[config.mk]
export PLATFORM = sky130hd
export DESIGN_NAME = mont_csa_mul
export DESIGN_NICKNAME = d
export VERILOG_FILES = /design/src/rtl/mont_pkg.sv /design/src/rtl/mont_csa_cell_row.sv /design/src/rtl/mont_addend_sel.sv /design/src/rtl/mont_csa_mul.sv
export SDC_FILE = /design/constraint.sdc
export NUM_CORES = 1
export LEC_CHECK = 0
export BUFFER_PORTS_ARGS = -buffer_cell sky130_fd_sc_hd__clkbuf_2
export CAP_MARGIN = 20
export CORE_ASPECT_RATIO = 0.7
export CORE_UTILIZATION = 49
export CTS_BUF_LIST = sky130_fd_sc_hd__clkbuf_2
export CTS_CLUSTER_DIAMETER = 120
export DETAILED_ROUTE_END_ITERATION = 6
export PLACE_DENSITY = 0.68
export SYNTH_ARGS = -nofsm -noshare
export SYNTH_HDL_FRONTEND = slang
export SYNTH_SLANG_ARGS = --single-unit
[constraint.sdc]
create_clock -name clk -period 7.6 [get_ports clk]
set_input_delay 0.76 -clock clk [delete_from_list [all_inputs] [get_ports clk]]
set_output_delay 0.76 -clock clk [all_outputs]
set_load 0.01 [all_outputs]
[src/rtl/mont_pkg.sv]
// Shared types for the carry-save Montgomery multiplier.
package mont_pkg;
    // Sequencer phases: idle, B+N precompute, main loop, binary conversion.
    typedef enum logic [1:0] {
        PH_IDLE = 2'd0,
        PH_PRE  = 2'd1,
        PH_LOOP = 2'd2,
        PH_POST = 2'd3
    } mont_phase_e;
endpackage

[src/rtl/mont_csa_cell_row.sv]
// One configurable adder level across W bits.
// Full-adder mode: s = x^y^z, c = majority(x,y,z). The carry is NOT shifted
// left, because the caller treats it as already divided by two.
// Half-adder mode: z is ignored, and HA_STEPS half-adder stages run in series,
// each producing s = x^y and c = (x&y)<<1. x+y is kept intact as long as
// x+y < 2^W.
module mont_csa_cell_row #(
    parameter int W        = 33,
    parameter int HA_STEPS = 2
) (
    input  logic         fa_mode,
    input  logic [W-1:0] x,
    input  logic [W-1:0] y,
    input  logic [W-1:0] z,
    output logic [W-1:0] s,
    output logic [W-1:0] c
);
    logic [W-1:0] hs [HA_STEPS+1];
    logic [W-1:0] hc [HA_STEPS+1];

    assign hs[0] = x;
    assign hc[0] = y;

    // Chain of half-adder stages, one per generate step.
    for (genvar g = 0; g < HA_STEPS; g++) begin : g_ha
        assign hs[g+1] = hs[g] ^ hc[g];
        assign hc[g+1] = (hs[g] & hc[g]) << 1;
    end

    // Mode select between the full-adder view and the half-adder chain.
    always_comb begin
        if (fa_mode) begin
            s = x ^ y ^ z;
            c = (x & y) | (x & z) | (y & z);
        end else begin
            s = hs[HA_STEPS];
            c = hc[HA_STEPS];
        end
    end
endmodule

[src/rtl/mont_addend_sel.sv]
// Picks the addend of one Montgomery iteration. The inputs are the current
// bit of A and the low bits of the sum and carry vectors.
// The parity bit q makes sum+carry+addend even.
// Selection: {a,q} = 00 -> 0, 10 -> B, 01 -> N, 11 -> B+N.
module mont_addend_sel #(
    parameter int W = 33
) (
    input  logic         a_bit,
    input  logic         s_lsb,
    input  logic         c_lsb,
    input  logic [W-1:0] b_val,
    input  logic [W-1:0] n_val,
    input  logic [W-1:0] bn_val,
    output logic [W-1:0] addend
);
    logic q_bit;

    // Parity and four-way operand mux.
    always_comb begin
        q_bit = s_lsb ^ c_lsb ^ (a_bit & b_val[0]);
        unique case ({a_bit, q_bit})
            2'b00:   addend = '0;
            2'b10:   addend = b_val;
            2'b01:   addend = n_val;
            default: addend = bn_val;
        endcase
    end
endmodule

[src/rtl/mont_csa_mul.sv]
// Radix-2 Montgomery multiplier with carry-save accumulation.
// Assumes N is odd and A, B < N, and the sequence below depends on it.
// A start pulse in idle latches the operands. In the PRE phase the adder row
// (half-adder mode) forms B+N. The LOOP phase runs K iterations in
// full-adder mode. In the POST phase the row (half-adder mode) collapses
// sum/carry to binary, and done pulses once with result < 2N.
module mont_csa_mul #(
    parameter int K        = 32,
    parameter int HA_STEPS = 2
) (
    input  logic         clk,
    input  logic         rst_n,
    input  logic         start,
    input  logic [K-1:0] a_in,
    input  logic [K-1:0] b_in,
    input  logic [K-1:0] n_in,
    output logic         done,
    output logic [K:0]   result
);
    import mont_pkg::*;

    localparam int W    = K + 1;
    localparam int IDXW = (K > 1) ? $clog2(K) : 1;
    localparam int CNTW = $clog2(K + 1) + 1;

    mont_phase_e   phase;
    logic [K-1:0]  a_sh;
    logic [W-1:0]  b_q, n_q, bn_q, s_q, c_q;
    logic [IDXW-1:0] idx;

    logic [W-1:0]  addend, row_s, row_c;
    logic          fa_mode, skip;

    mont_addend_sel #(.W(W)) u_sel (
        .a_bit  (a_sh[0]),
        .s_lsb  (s_q[0]),
        .c_lsb  (c_q[0]),
        .b_val  (b_q),
        .n_val  (n_q),
        .bn_val (bn_q),
        .addend (addend)
    );

    mont_csa_cell_row #(.W(W), .HA_STEPS(HA_STEPS)) u_row (
        .fa_mode (fa_mode),
        .x       (s_q),
        .y       (c_q),
        .z       (addend),
        .s       (row_s),
        .c       (row_c)
    );

    // Row mode and the zero-addend bypass decision.
    always_comb begin
        fa_mode = (phase == PH_LOOP);
        skip    = (phase == PH_LOOP) && (addend == '0) && !s_q[0] && !c_q[0];
    end

    // Sequencer and datapath registers.
    always_ff @(posedge clk) begin
        if (!rst_n) begin
            phase  <= PH_IDLE;
            a_sh   <= '0;
            b_q    <= '0;
            n_q    <= '0;
            bn_q   <= '0;
            s_q    <= '0;
            c_q    <= '0;
            idx    <= '0;
            done   <= 1'b0;
            result <= '0;
        end else begin
            done <= 1'b0;
            unique case (phase)
                PH_IDLE: begin
                    if (start) begin
                        a_sh  <= a_in;
                        b_q   <= {1'b0, b_in};
                        n_q   <= {1'b0, n_in};
                        s_q   <= {1'b0, b_in};
                        c_q   <= {1'b0, n_in};
                        phase <= PH_PRE;
                    end
                end
                PH_PRE: begin
                    if (c_q == '0) begin
                        bn_q  <= s_q;
                        s_q   <= '0;
                        c_q   <= '0;
                        idx   <= '0;
                        phase <= PH_LOOP;
                    end else begin
                        s_q <= row_s;
                        c_q <= row_c;
                    end
                end
                PH_LOOP: begin
                    if (skip) begin
                        s_q <= s_q >> 1;
                        c_q <= c_q >> 1;
                    end else begin
                        s_q <= row_s >> 1;
                        c_q <= row_c;
                    end
                    a_sh <= a_sh >> 1;
                    idx  <= idx + 1'b1;
                    if (idx == IDXW'(K - 1)) phase <= PH_POST;
                end
                default: begin
                    if (c_q == '0) begin
                        result <= s_q;
                        done   <= 1'b1;
                        phase  <= PH_IDLE;
                    end else begin
                        s_q <= row_s;
                        c_q <= row_c;
                    end
                end
            endcase
        end
    end

    // ---------------- assertions ----------------
    logic [W+1:0] cs_total, step_total;
    logic [CNTW-1:0] loop_cnt;

    // Widened sums used to check value conservation across cycles.
    always_comb begin
        cs_total   = (W+2)'(s_q) + (W+2)'(c_q);
        step_total = cs_total + (W+2)'(addend);
    end

    // Counts loop cycles of the current operation.
    always_ff @(posedge clk) begin
        if (!rst_n || phase == PH_IDLE) loop_cnt <= '0;
        else if (phase == PH_LOOP)      loop_cnt <= loop_cnt + 1'b1;
    end

    p_done_pulse_r3: assert property (@(posedge clk) disable iff (!rst_n)
        done |=> !done);

    p_result_bound_r2: assert property (@(posedge clk) disable iff (!rst_n)
        done |-> ((K+2)'(result) < ((K+2)'(n_q) << 1)));

    p_operands_held_r4: assert property (@(posedge clk) disable iff (!rst_n)
        (phase != PH_IDLE) |=> ($stable(b_q) && $stable(n_q)));

    p_pre_sum_r6: assert property (@(posedge clk) disable iff (!rst_n)
        (phase == PH_PRE && c_q == '0) |-> (s_q == b_q + n_q));

    p_loop_halves_r7: assert property (@(posedge clk) disable iff (!rst_n)
        (phase == PH_LOOP) |=> ({cs_total[W:0], 1'b0} == $past(step_total)));

    p_loop_len_r5: assert property (@(posedge clk) disable iff (!rst_n)
        (phase == PH_POST) |-> (loop_cnt == CNTW'(K)));
endmodule

After elaboration in Yosys (flattened, before gate mapping)
Cells that the tools add are included.
{ "word_totals": {"register_bits": 236, "input_bits": 99, "out_inout_bits": 34, "word_cells": 78} }
{ "classes": {"add_sub_neg": 1, "n_eq_ne": 9, "n_mux": 23, "bitwise": 14, "n_reduce_logical": 21} }
{ "op_table": {"columns": ["cell", "n"], "rows": [
  ["33-bit two-way mux", 9],
  ["33-bit one-hot mux with 3 select lines", 3],
  ["33-bit bitwise AND", 3],
  ["33-bit XOR", 3],
  ["33-bit zero test", 2],
  ["33-bit bitwise OR", 2],
  ["32-bit two-way mux", 2],
  ["32-bit one-hot mux with 2 select lines", 1],
  ["32-bit bitwise AND", 1],
  ["2-bit AND reduction", 6],
  ["5-bit one-hot mux with 2 select lines", 1],
  ["2-bit two-way mux", 4],
  ["2-bit one-hot mux with 3 select lines", 1],
  ["5-bit by 1-bit adder with 5-bit output (second input constant)", 1],
  ["5-bit equality test (second input constant)", 1],
  ["5-bit two-way mux", 1],
  ["2-bit by 1-bit equality test with 1-bit output (second input constant)", 2],
  ["2-bit equality test (second input constant)", 2],
  ["2-bit zero test", 2],
  ["2-bit inequality test (second input constant)", 2],
  ["4-bit by 2-bit inequality test with 1-bit output (second input constant)", 1],
  ["4-bit AND reduction", 1],
  ["2-bit nonzero test", 2],
  ["4-bit OR reduction", 1],
  ["other kinds (9)", 14]
]} }

Depth between registers and ports, before layout
Gate-level depths: netlist of the first run.
{ "depth": {"depth_word": 10, "mapped_depth": 12, "ltp_nobuf": 9} }

Modules after synthesis
From an unflattened synthesis of the first run, not the netlist that was laid out.
{ "hier_totals": {"cells_unflattened": 1611, "area_unflattened_um2": 14543.9} }
{ "modules_own_cells": {"columns": ["module", "instances", "cells_per_inst", "area_per_inst_um2", "seq_area_each_um2"], "rows": [
  ["mont_csa_mul", 1, 1319, 11300.8, 4724.5],
  ["mont_csa_cell_row", 1, 180, 2363.5, 0.0],
  ["mont_addend_sel", 1, 112, 879.6, 0.0]
]} }

Worst setup path after synthesis of the first run
Ideal clock, no wire load.
{ "synth_timing": {"kind": "flip-flop to flip-flop", "from": "register s_q[0]", "to": "register c_q[10]", "setup_time_ns": 0.122, "arrival_time_ns": 3.043, "t_required_ns": 7.478, "path_slack_ns": 4.435, "stages_incl_launch_ff": 13, "n_path_buf": 4, "synth_period_minus_slack_ns": 3.165, "cell_sequence": "dfxtp_1 -> ha_1 -> buf_2 -> xor2_1 -> clkbuf_1 -> nand3_1 -> o211ai_1 -> or4_1 -> or4_1 -> buf_2 -> buf_2 -> o31ai_1 -> o21ai_1"} }
{ "synth_via": {"elab_chain_cells": 10, "word_cells_on_any_way": 20, "classes_between": "eq/ne (2); mux (6); bitwise (6); reduce/logical (6)"} }
{ "synth_rtl": {"columns": ["element", "line", "source"], "rows": [
  ["from (decl)", "mont_csa_mul.sv:28", "logic [W-1:0] b_q, n_q, bn_q, s_q, c_q;"],
  ["from (signal assigned)", "mont_csa_mul.sv:80", "s_q <= {1'b0, b_in};"],
  ["from (signal assigned)", "mont_csa_mul.sv:93", "s_q <= row_s;"],
  ["from (signal assigned)", "mont_csa_mul.sv:99", "s_q <= s_q >> 1;"],
  ["1-bit XOR (2 in series)", "mont_addend_sel.sv:20", "q_bit = s_lsb ^ c_lsb ^ (a_bit & b_val[0]);"],
  ["2-bit by 1-bit equality test with 1-bit output, or another cell as far along", "mont_addend_sel.sv:21", "unique case ({a_bit, q_bit})"],
  ["33-bit one-hot mux with 3 select lines", "mont_addend_sel.sv:21", null],
  ["33-bit zero test / 33-bit bitwise AND (equally long branches)", "mont_csa_mul.sv:56, mont_csa_cell_row.sv:34", null],
  ["1-bit logical AND / 33-bit bitwise OR (equally long branches) (2 in series)", "mont_csa_mul.sv:56, mont_csa_cell_row.sv:34", null],
  ["1-bit logical AND / 33-bit two-way mux (equally long branches)", "mont_csa_mul.sv:56, mont_csa_cell_row.sv:32", null],
  ["33-bit two-way mux (on tied branches)", "mont_csa_mul.sv:98, mont_csa_mul.sv:86, mont_csa_mul.sv:110", null],
  ["33-bit one-hot mux with 3 select lines *", "mont_csa_mul.sv:74", "unique case (phase)"],
  ["to (signal assigned)", "mont_csa_mul.sv:81", "c_q <= {1'b0, n_in};"],
  ["to (signal assigned)", "mont_csa_mul.sv:100", "c_q <= c_q >> 1;"],
  ["to (signal assigned)", "mont_csa_mul.sv:103", "c_q <= row_c;"],
  ["to (decl)", "mont_csa_mul.sv:28", null]
]} }
Every way passes the cells marked *; elsewhere a longest branch is shown, timed or not. The select of a mux whose other input is x is not followed.
A chain may end at the register's enable or synchronous reset.

Worst setup path after layout of the first run
{ "layout_timing": {"from": "register phase[0]", "to": "register c_q[1]"} }
{ "layout_via": {"elab_chain_cells": 6, "word_cells_on_any_way": 14, "classes_between": "eq/ne (4); mux (5); reduce/logical (5)"} }
{ "layout_rtl": {"columns": ["element", "line", "source"], "rows": [
  ["from (decl)", "mont_csa_mul.sv:26", "mont_phase_e phase;"],
  ["from (signal assigned)", "mont_csa_mul.sv:62", "phase <= PH_IDLE;"],
  ["from (signal assigned)", "mont_csa_mul.sv:82", "phase <= PH_PRE;"],
  ["from (signal assigned)", "mont_csa_mul.sv:91", "phase <= PH_LOOP;"],
  ["2-bit equality test", "mont_csa_mul.sv:55, mont_csa_mul.sv:56, mont_csa_mul.sv:74", null],
  ["1-bit logical AND (3 in series)", "mont_csa_mul.sv:56", "skip = (phase == PH_LOOP) && (addend == '0) && !s_q[0] && !c_q[0];"],
  ["33-bit two-way mux", "mont_csa_mul.sv:98", "if (skip) begin"],
  ["33-bit one-hot mux with 3 select lines", "mont_csa_mul.sv:74", null]
]} }
Several ways; a longest one is shown, not always the timed one. The select of a mux whose other input is x is not followed.

==> results of run 1 <==
synth_stat cells (all sizes together) (3+ instances only):
cell / instances / share of area
a21boi: 16 / 0.0088
a21oi: 122 / 0.045
a22oi: 62 / 0.034
a31oi: 35 / 0.016
a32oi: 3 / 0.0019
and2: 3 / 0.0014
and3: 3 / 0.0014
buf: 33 / 0.011
clkbuf: 116 / 0.032
dfxtp: 236 / 0.35
fa: 33 / 0.048
ha: 70 / 0.064
inv: 5 / 0.0014
mux2i: 127 / 0.093
nand2: 332 / 0.091
nand3: 66 / 0.024
nor2: 13 / 0.0036
nor2b: 38 / 0.017
nor3: 38 / 0.014
nor4: 10 / 0.0046
o211a: 31 / 0.023
o211ai: 33 / 0.018
o21ai: 130 / 0.048
o221ai: 3 / 0.0019
o31ai: 62 / 0.034
or3: 3 / 0.0014
or4: 10 / 0.0055
metrics by stage:
stage	setup WS [ps]	util	power, mW	hold slack [ps]	instance area [µm²]
after detailed placement	3020	0.535	4.59	447	14500
after floorplan	4430	-	3.72	437	13600
after CTS	2990	0.558	5.45	1.66	15100
final	2930	0.559	5.53	63.0	15100
after global routing	2700	0.559	5.87	0.581	15100
after global placement	3080	0.535	4.52	443	14500
layout make-up:
type	count	area [µm²]	share of cell area
antenna	1	2.50	0.000166
clock buffer	81	405	0.0268
clock inverter	27	106	0.00704
inverter	5	18.8	0.00124
multi-input combinational	1255	8400	0.556
sequential	236	4730	0.313
tap	364	455	0.0301
timing repair buffer	172	998	0.0661
sequential cells by signal, indices dropped and copies added (netlist names):
name,count
n_q,32
c_q,33
s_q,33
done,1
a_sh,32
result,33
phase,2
idx,5
bn_q,33
b_q,32
routing by layer:
metal,GRT usage,part of all wire,vias up
met1,0.428,0.46,6320
met3,0.0721,0.097,79
met2,0.457,0.43,676
met4,0.0742,0.018,0
li1,-,-,6149
met5,0,0,-
power groups by stage:
stage	clock network (mW)	logic [mW]	registers [mW]
4_1_cts	0.872	2.72	1.86
3_3_place_gp	0	2.64	1.88
2_1_floorplan	0	1.98	1.74
3_5_place_dp	0	2.70	1.89
6_report	0.856	2.81	1.87
5_1_grt	0.939	3.02	1.91
kinds of logic after synthesis:
kind of cell / count (synthesis)
simple gates: 521
compound gates: 501
flops: 236
buf+inv: 154
mux: 127
fa+ha+maj: 103
xor+xnor: 3
final timing paths:
check | start | endpoint | slack (ps) | depth (start not counted)
max reg2reg | phase[0] | c_q[1] | 2930 | 10
max | phase[0] | c_q[1] | 2930 | 10
min reg2reg | result[19] | result[19] | 460 | 2
min | n_in[18] | n_q[18] | 60 | 3
worst min-delay path: stages:
cell and delay (ps):
clkbuf_2 90, nand2_1 50, a21oi_1 50
==> impl_metrics.env, run 1 <==
export IMPL_cp_common_cell="or3_1"
export IMPL_fp_dieH_um=142
export IMPL_cp_end_kind="register"
export IMPL_worst_pin_slew_ps=1080
export IMPL_synthesis_area_mm2=0.0136
export IMPL_cp_slowest_stage_delay_ps=950
export IMPL_p_leak_nw=6.30
export IMPL_startpoint_type="register"
export IMPL_grt_usage=0.301
export IMPL_clkPwrFrac=0.155
export IMPL_ys_types=39
export IMPL_avgViaCountPerCell=6.18
export IMPL_switching_share=0.516
export IMPL_drive_gt1_frac=0.147
export IMPL_finalWirelength_um=43300
export IMPL_finalNetCount=1931
export IMPL_cts_resized=0
export IMPL_maxCapViolCount=0
export IMPL_ir_drop_uv=397
export IMPL_final_common_cell="nand2_1"
export IMPL_finalWorstPathRequiredPeriod_ps=4670
export IMPL_initial_core_util=0.504
export IMPL_finalHoldViolCount=0
export IMPL_die_area_mm2=0.0285
export IMPL_fmax_ghz=0.214
export IMPL_placed_cells=2017
export IMPL_criticalPathCategory="reg -> reg"
export IMPL_seq_power_share=0.338
export IMPL_slowest_stage="or4_2"
export IMPL_drc=0
export IMPL_required_ps=8420
export IMPL_mostFrequentLayoutCells="nand2_1 (330), dfxtp_1 (235), clkbuf_2 (213)"
export IMPL_cp_cell_sequence="inv_1 -> ha_4 -> inv_2 -> or3_1 -> or3_1 -> or4_1 -> or4_2 -> buf_4 -> nor3_1 -> o221ai_1"
export IMPL_cts_max_level=2
export IMPL_postCtsSetupBuffers=0
export IMPL_final_max_slew_violation_count=0
export IMPL_firstDrtPassIters=5
export IMPL_synthAdderAreaFrac=0.113
export IMPL_ant_nets=0
export IMPL_ys_seq_elements=236
export IMPL_rsz0062_at_grt="no"
export IMPL_post_route_period_util=0.614
export IMPL_grt_pass1_wl_um=69100
export IMPL_critPathArrivalTime_ps=5490
export IMPL_first_global_vias=12800
export IMPL_p_int_mw=2.67
export IMPL_hp_class="in -> reg"
export IMPL_clock_skew_final_ps=85.9
export IMPL_grt_start_max_net_pins=90
export IMPL_syn_inst=1645
export IMPL_cts_clk_slew_worst_paths_ps=120
export IMPL_overflow=0
export IMPL_hpwlAfterDp_um=27100
export IMPL_synth_top_family_by_area="compound AO/OA/AOI/OAI gates"
export IMPL_cts_tree="built"
export IMPL_holdBufCountCts=12
export IMPL_yosys_warnings=0
export IMPL_p_per_area_mw_per_mm2=366
export IMPL_cts_buffers=59
export IMPL_clkSinkCount=236
export IMPL_num_rows=50
export IMPL_antenna_found_initial=1
export IMPL_gp_congestion=0.871
export IMPL_synth_fp_nets=1847
export IMPL_tns_ps=0
export IMPL_die_w_um=201
export IMPL_path_max_fanout=54
export IMPL_portBuffers=132
export IMPL_io_pins=133
export IMPL_n_fill_cell=2616
export IMPL_p_sw_mw=2.86
export IMPL_clock_latency_ps=940
export IMPL_synth_ff_type="dfxtp_1"
export IMPL_cts_root_buf="clkbuf_2"
export IMPL_synthArstFlopShare=0
export IMPL_instances_no_fill=2141
export IMPL_maxSlewHeadroom=0.279
export IMPL_area_growth_pct=10.9
export IMPL_synth_edf_count=0
export IMPL_synth_compound_area_frac=0.233
export IMPL_wire_per_inst_um=20.2
export IMPL_synthMuxAreaShare=0.0933
export IMPL_synth_seq_area_share=0.347
export IMPL_crit_buf_inv=3
export IMPL_dr_first_iter_drc_count=1460
export IMPL_status="complete, no violations"
export IMPL_vias=13200
export IMPL_yosys_area_share_simple=0.167
export IMPL_core_area_mm2=0.0270
export IMPL_crit_family="simple AND/OR/NAND/NOR gates"
export IMPL_combPwrFrac=0.507
export IMPL_clockBufferDepth=3
export IMPL_synth_xor_area_frac=0.00193
export IMPL_avgSynthCellArea_um2=8.28
export IMPL_setup_viol=0
(Power assumes the default switching activity.)
==> inputs of run 2 (changes only) <==
==> constraint.sdc (replaced) <==
create_clock -name clk -period 4.7 [get_ports clk]
set_input_delay 0.47 -clock clk [delete_from_list [all_inputs] [get_ports clk]]
set_output_delay 0.47 -clock clk [all_outputs]
set_load 0.01 [all_outputs]
==> run 2 against run 1 <==
  * Cell area is 6.9% higher
  * Utilization is 3.9 points higher
  * Cell count is 4.1% higher
  * Non-clock buffer count is 91 higher
  * Via count is 1.2% higher
  * Power is 68% higher
  * Largest cell class unchanged
  * Critical path depth stayed put
  * Critical endpoint is now s_q[18]
  * Fmax is 8.4% higher
  * Clock skew is 9.8 ps higher
==> impl_metrics.env, run 2 (synthesis gave the netlist of run 1 again) <==
export IMPL_grt_usage=0.303
export IMPL_area_growth_pct=18.6
export IMPL_core_area_mm2=0.0270
export IMPL_cts_resized=0
export IMPL_timing_hold_ws_ps=91.2
export IMPL_maxSlewHeadroom=0.307
export IMPL_drc=0
export IMPL_switching_share=0.495
export IMPL_placed_cells=2024
export IMPL_p_leak_nw=6.77
export IMPL_ir_drop_uv=485
export IMPL_seq_power_share=0.324
export IMPL_initial_core_util=0.504
export IMPL_wire_per_inst_um=19.5
export IMPL_finalNetCount=2024
export IMPL_combPwrFrac=0.509
export IMPL_instances_no_fill=2228
export IMPL_die_area_mm2=0.0285
export IMPL_ant_nets=0
export IMPL_antenna_found_initial=2
export IMPL_rsz0062_at_grt="no"
export IMPL_r2r_start="s_q[0]"
export IMPL_clkPwrFrac=0.167
export IMPL_finalHoldViolCount=0
export IMPL_hp_class="in -> reg"
export IMPL_cts_max_level=2
export IMPL_cts_buffers=61
export IMPL_vias=13400
export IMPL_grt_pass1_wl_um=69700
export IMPL_path_max_fanout=43
export IMPL_mostFrequentLayoutCells="nand2_1 (330), dfxtp_1 (235), clkbuf_2 (215)"
export IMPL_cts_clk_slew_worst_paths_ps=140
export IMPL_required_ps=5470
export IMPL_firstDrtPassIters=6
export IMPL_finalWirelength_um=43400
export IMPL_finalWorstPathRequiredPeriod_ps=4310
export IMPL_io_pins=133
export IMPL_die_w_um=201
export IMPL_utilization=0.598
export IMPL_crit_end="s_q[18]"
export IMPL_status="complete, no violations"
export IMPL_fp_dieH_um=142
export IMPL_num_rows=50
export IMPL_gp_congestion=0.888
export IMPL_post_route_period_util=0.916
export IMPL_portBuffers=132
export IMPL_critPathArrivalTime_ps=5070
export IMPL_worst_pin_slew_ps=1040
export IMPL_cp_slowest_stage_delay_ps=1000
export IMPL_postCtsSetupBuffers=0
export IMPL_p_sw_mw=4.60
export IMPL_criticalPathCategory="reg -> reg"
export IMPL_clkSinkCount=236
export IMPL_drive_gt1_frac=0.148
export IMPL_fmax_ghz=0.232
export IMPL_dr_first_iter_drc_count=1537
export IMPL_p_int_mw=4.69
export IMPL_clock_skew_final_ps=95.7
export IMPL_cts_tree="built"
export IMPL_hpwlAfterDp_um=26900
export IMPL_grt_start_max_net_pins=89
export IMPL_critPathLaunch="s_q[0]"
export IMPL_clockBufferDepth=3
export IMPL_final_max_slew_violation_count=0
export IMPL_rrSetupSlack_ps=390
export IMPL_finalPower_mw=9.29
export IMPL_cts_root_buf="clkbuf_2"
export IMPL_setup_viol=0
export IMPL_first_global_vias=13000
export IMPL_cp_cell_sequence="ha_1 -> xnor2_2 -> buf_4 -> nand3_1 -> o211ai_1 -> or4_1 -> or4_2 -> buf_12 -> nor3_1 -> o31ai_1"
export IMPL_avgViaCountPerCell=6.01
export IMPL_clock_latency_ps=980
export IMPL_reg2reg_depth=10
export IMPL_overflow=0
export IMPL_p_per_area_mw_per_mm2=575
export IMPL_maxCapViolCount=0
export IMPL_startpoint_type="register"
export IMPL_slowest_stage="or4_2"
export IMPL_cp_end_kind="register"
export IMPL_timing_rr_end="s_q[18]"
export IMPL_final_common_cell="nand2_1"
export IMPL_tns_ps=0
-- run 2: routing by layer --
| layer | GRT usage | share of wire | up-vias |
|---|---|---|---|
| met5 | 0 | 0.00041 | - |
| li1 | - | - | 6334 |
| met4 | 0.0993 | 0.023 | 2 |
| met3 | 0.0689 | 0.089 | 77 |
| met2 | 0.457 | 0.43 | 633 |
| met1 | 0.429 | 0.46 | 6337 |
-- run 2: power by group through the flow --
| stage | clock (mW) | sequential, mW | combinational [mW] |
|---|---|---|---|
| after detailed placement | 0 | 3.04 | 4.48 |
| after floorplan | 0 | 2.82 | 3.20 |
| after global routing | 1.68 | 3.08 | 5.10 |
| after CTS | 1.58 | 3.00 | 4.57 |
| after global placement | 0 | 3.03 | 4.37 |
| final | 1.55 | 3.01 | 4.73 |
-- run 2: layout make-up --
| class | count | area (µm²) |
|---|---|---|
| clock inverter | 20 | 156 |
| fill | 2476 | 10900 |
| timing repair buffer | 263 | 1990 |
| multi-input combinational | 1255 | 8390 |
| antenna | 2 | 5.00 |
| inverter | 5 | 18.8 |
| sequential | 236 | 4730 |
| tap | 364 | 455 |
| clock buffer | 83 | 415 |
-- run 2: worst max-delay path, delay by kind of cell (launching register included) --
| kind | cells | cell delay (ps) |
|---|---|---|
| fa+ha+maj | 1 | 370 |
| xor+xnor | 1 | 380 |
| buf+inv | 2 | 630 |
| compound gates | 2 | 300 |
| simple gates | 4 | 1980 |
| flops | 1 | 460 |
-- run 2: worst min path at each step --
stage	slack, ps	cells after the start	startpoint	end
6_report	90	4	start	b_q[3]
5_1_grt	70	4	start	b_q[3]
4_1_cts	9	4	start	b_q[3]
3_5_place_dp	450	2	result[12]	result[12]
3_3_place_gp	440	2	n_q[20]	n_q[20]
2_1_floorplan	440	2	n_q[10]	n_q[10]
-- run 2: timing repair --
item / 4_1_cts / 5_1_grt
endpoints found under the setup margin: 0 / 0
hold buffers: 97 / 0
endpoints found under the hold margin: 160 / 0
-- run 2: per-stage QoR --
stage	cell area, µm²	worst slack [ps]
after global placement	14500	670
after floorplan	13600	1530
after global routing	16200	288
after CTS	16100	474
final	16200	395
after detailed placement	14600	588
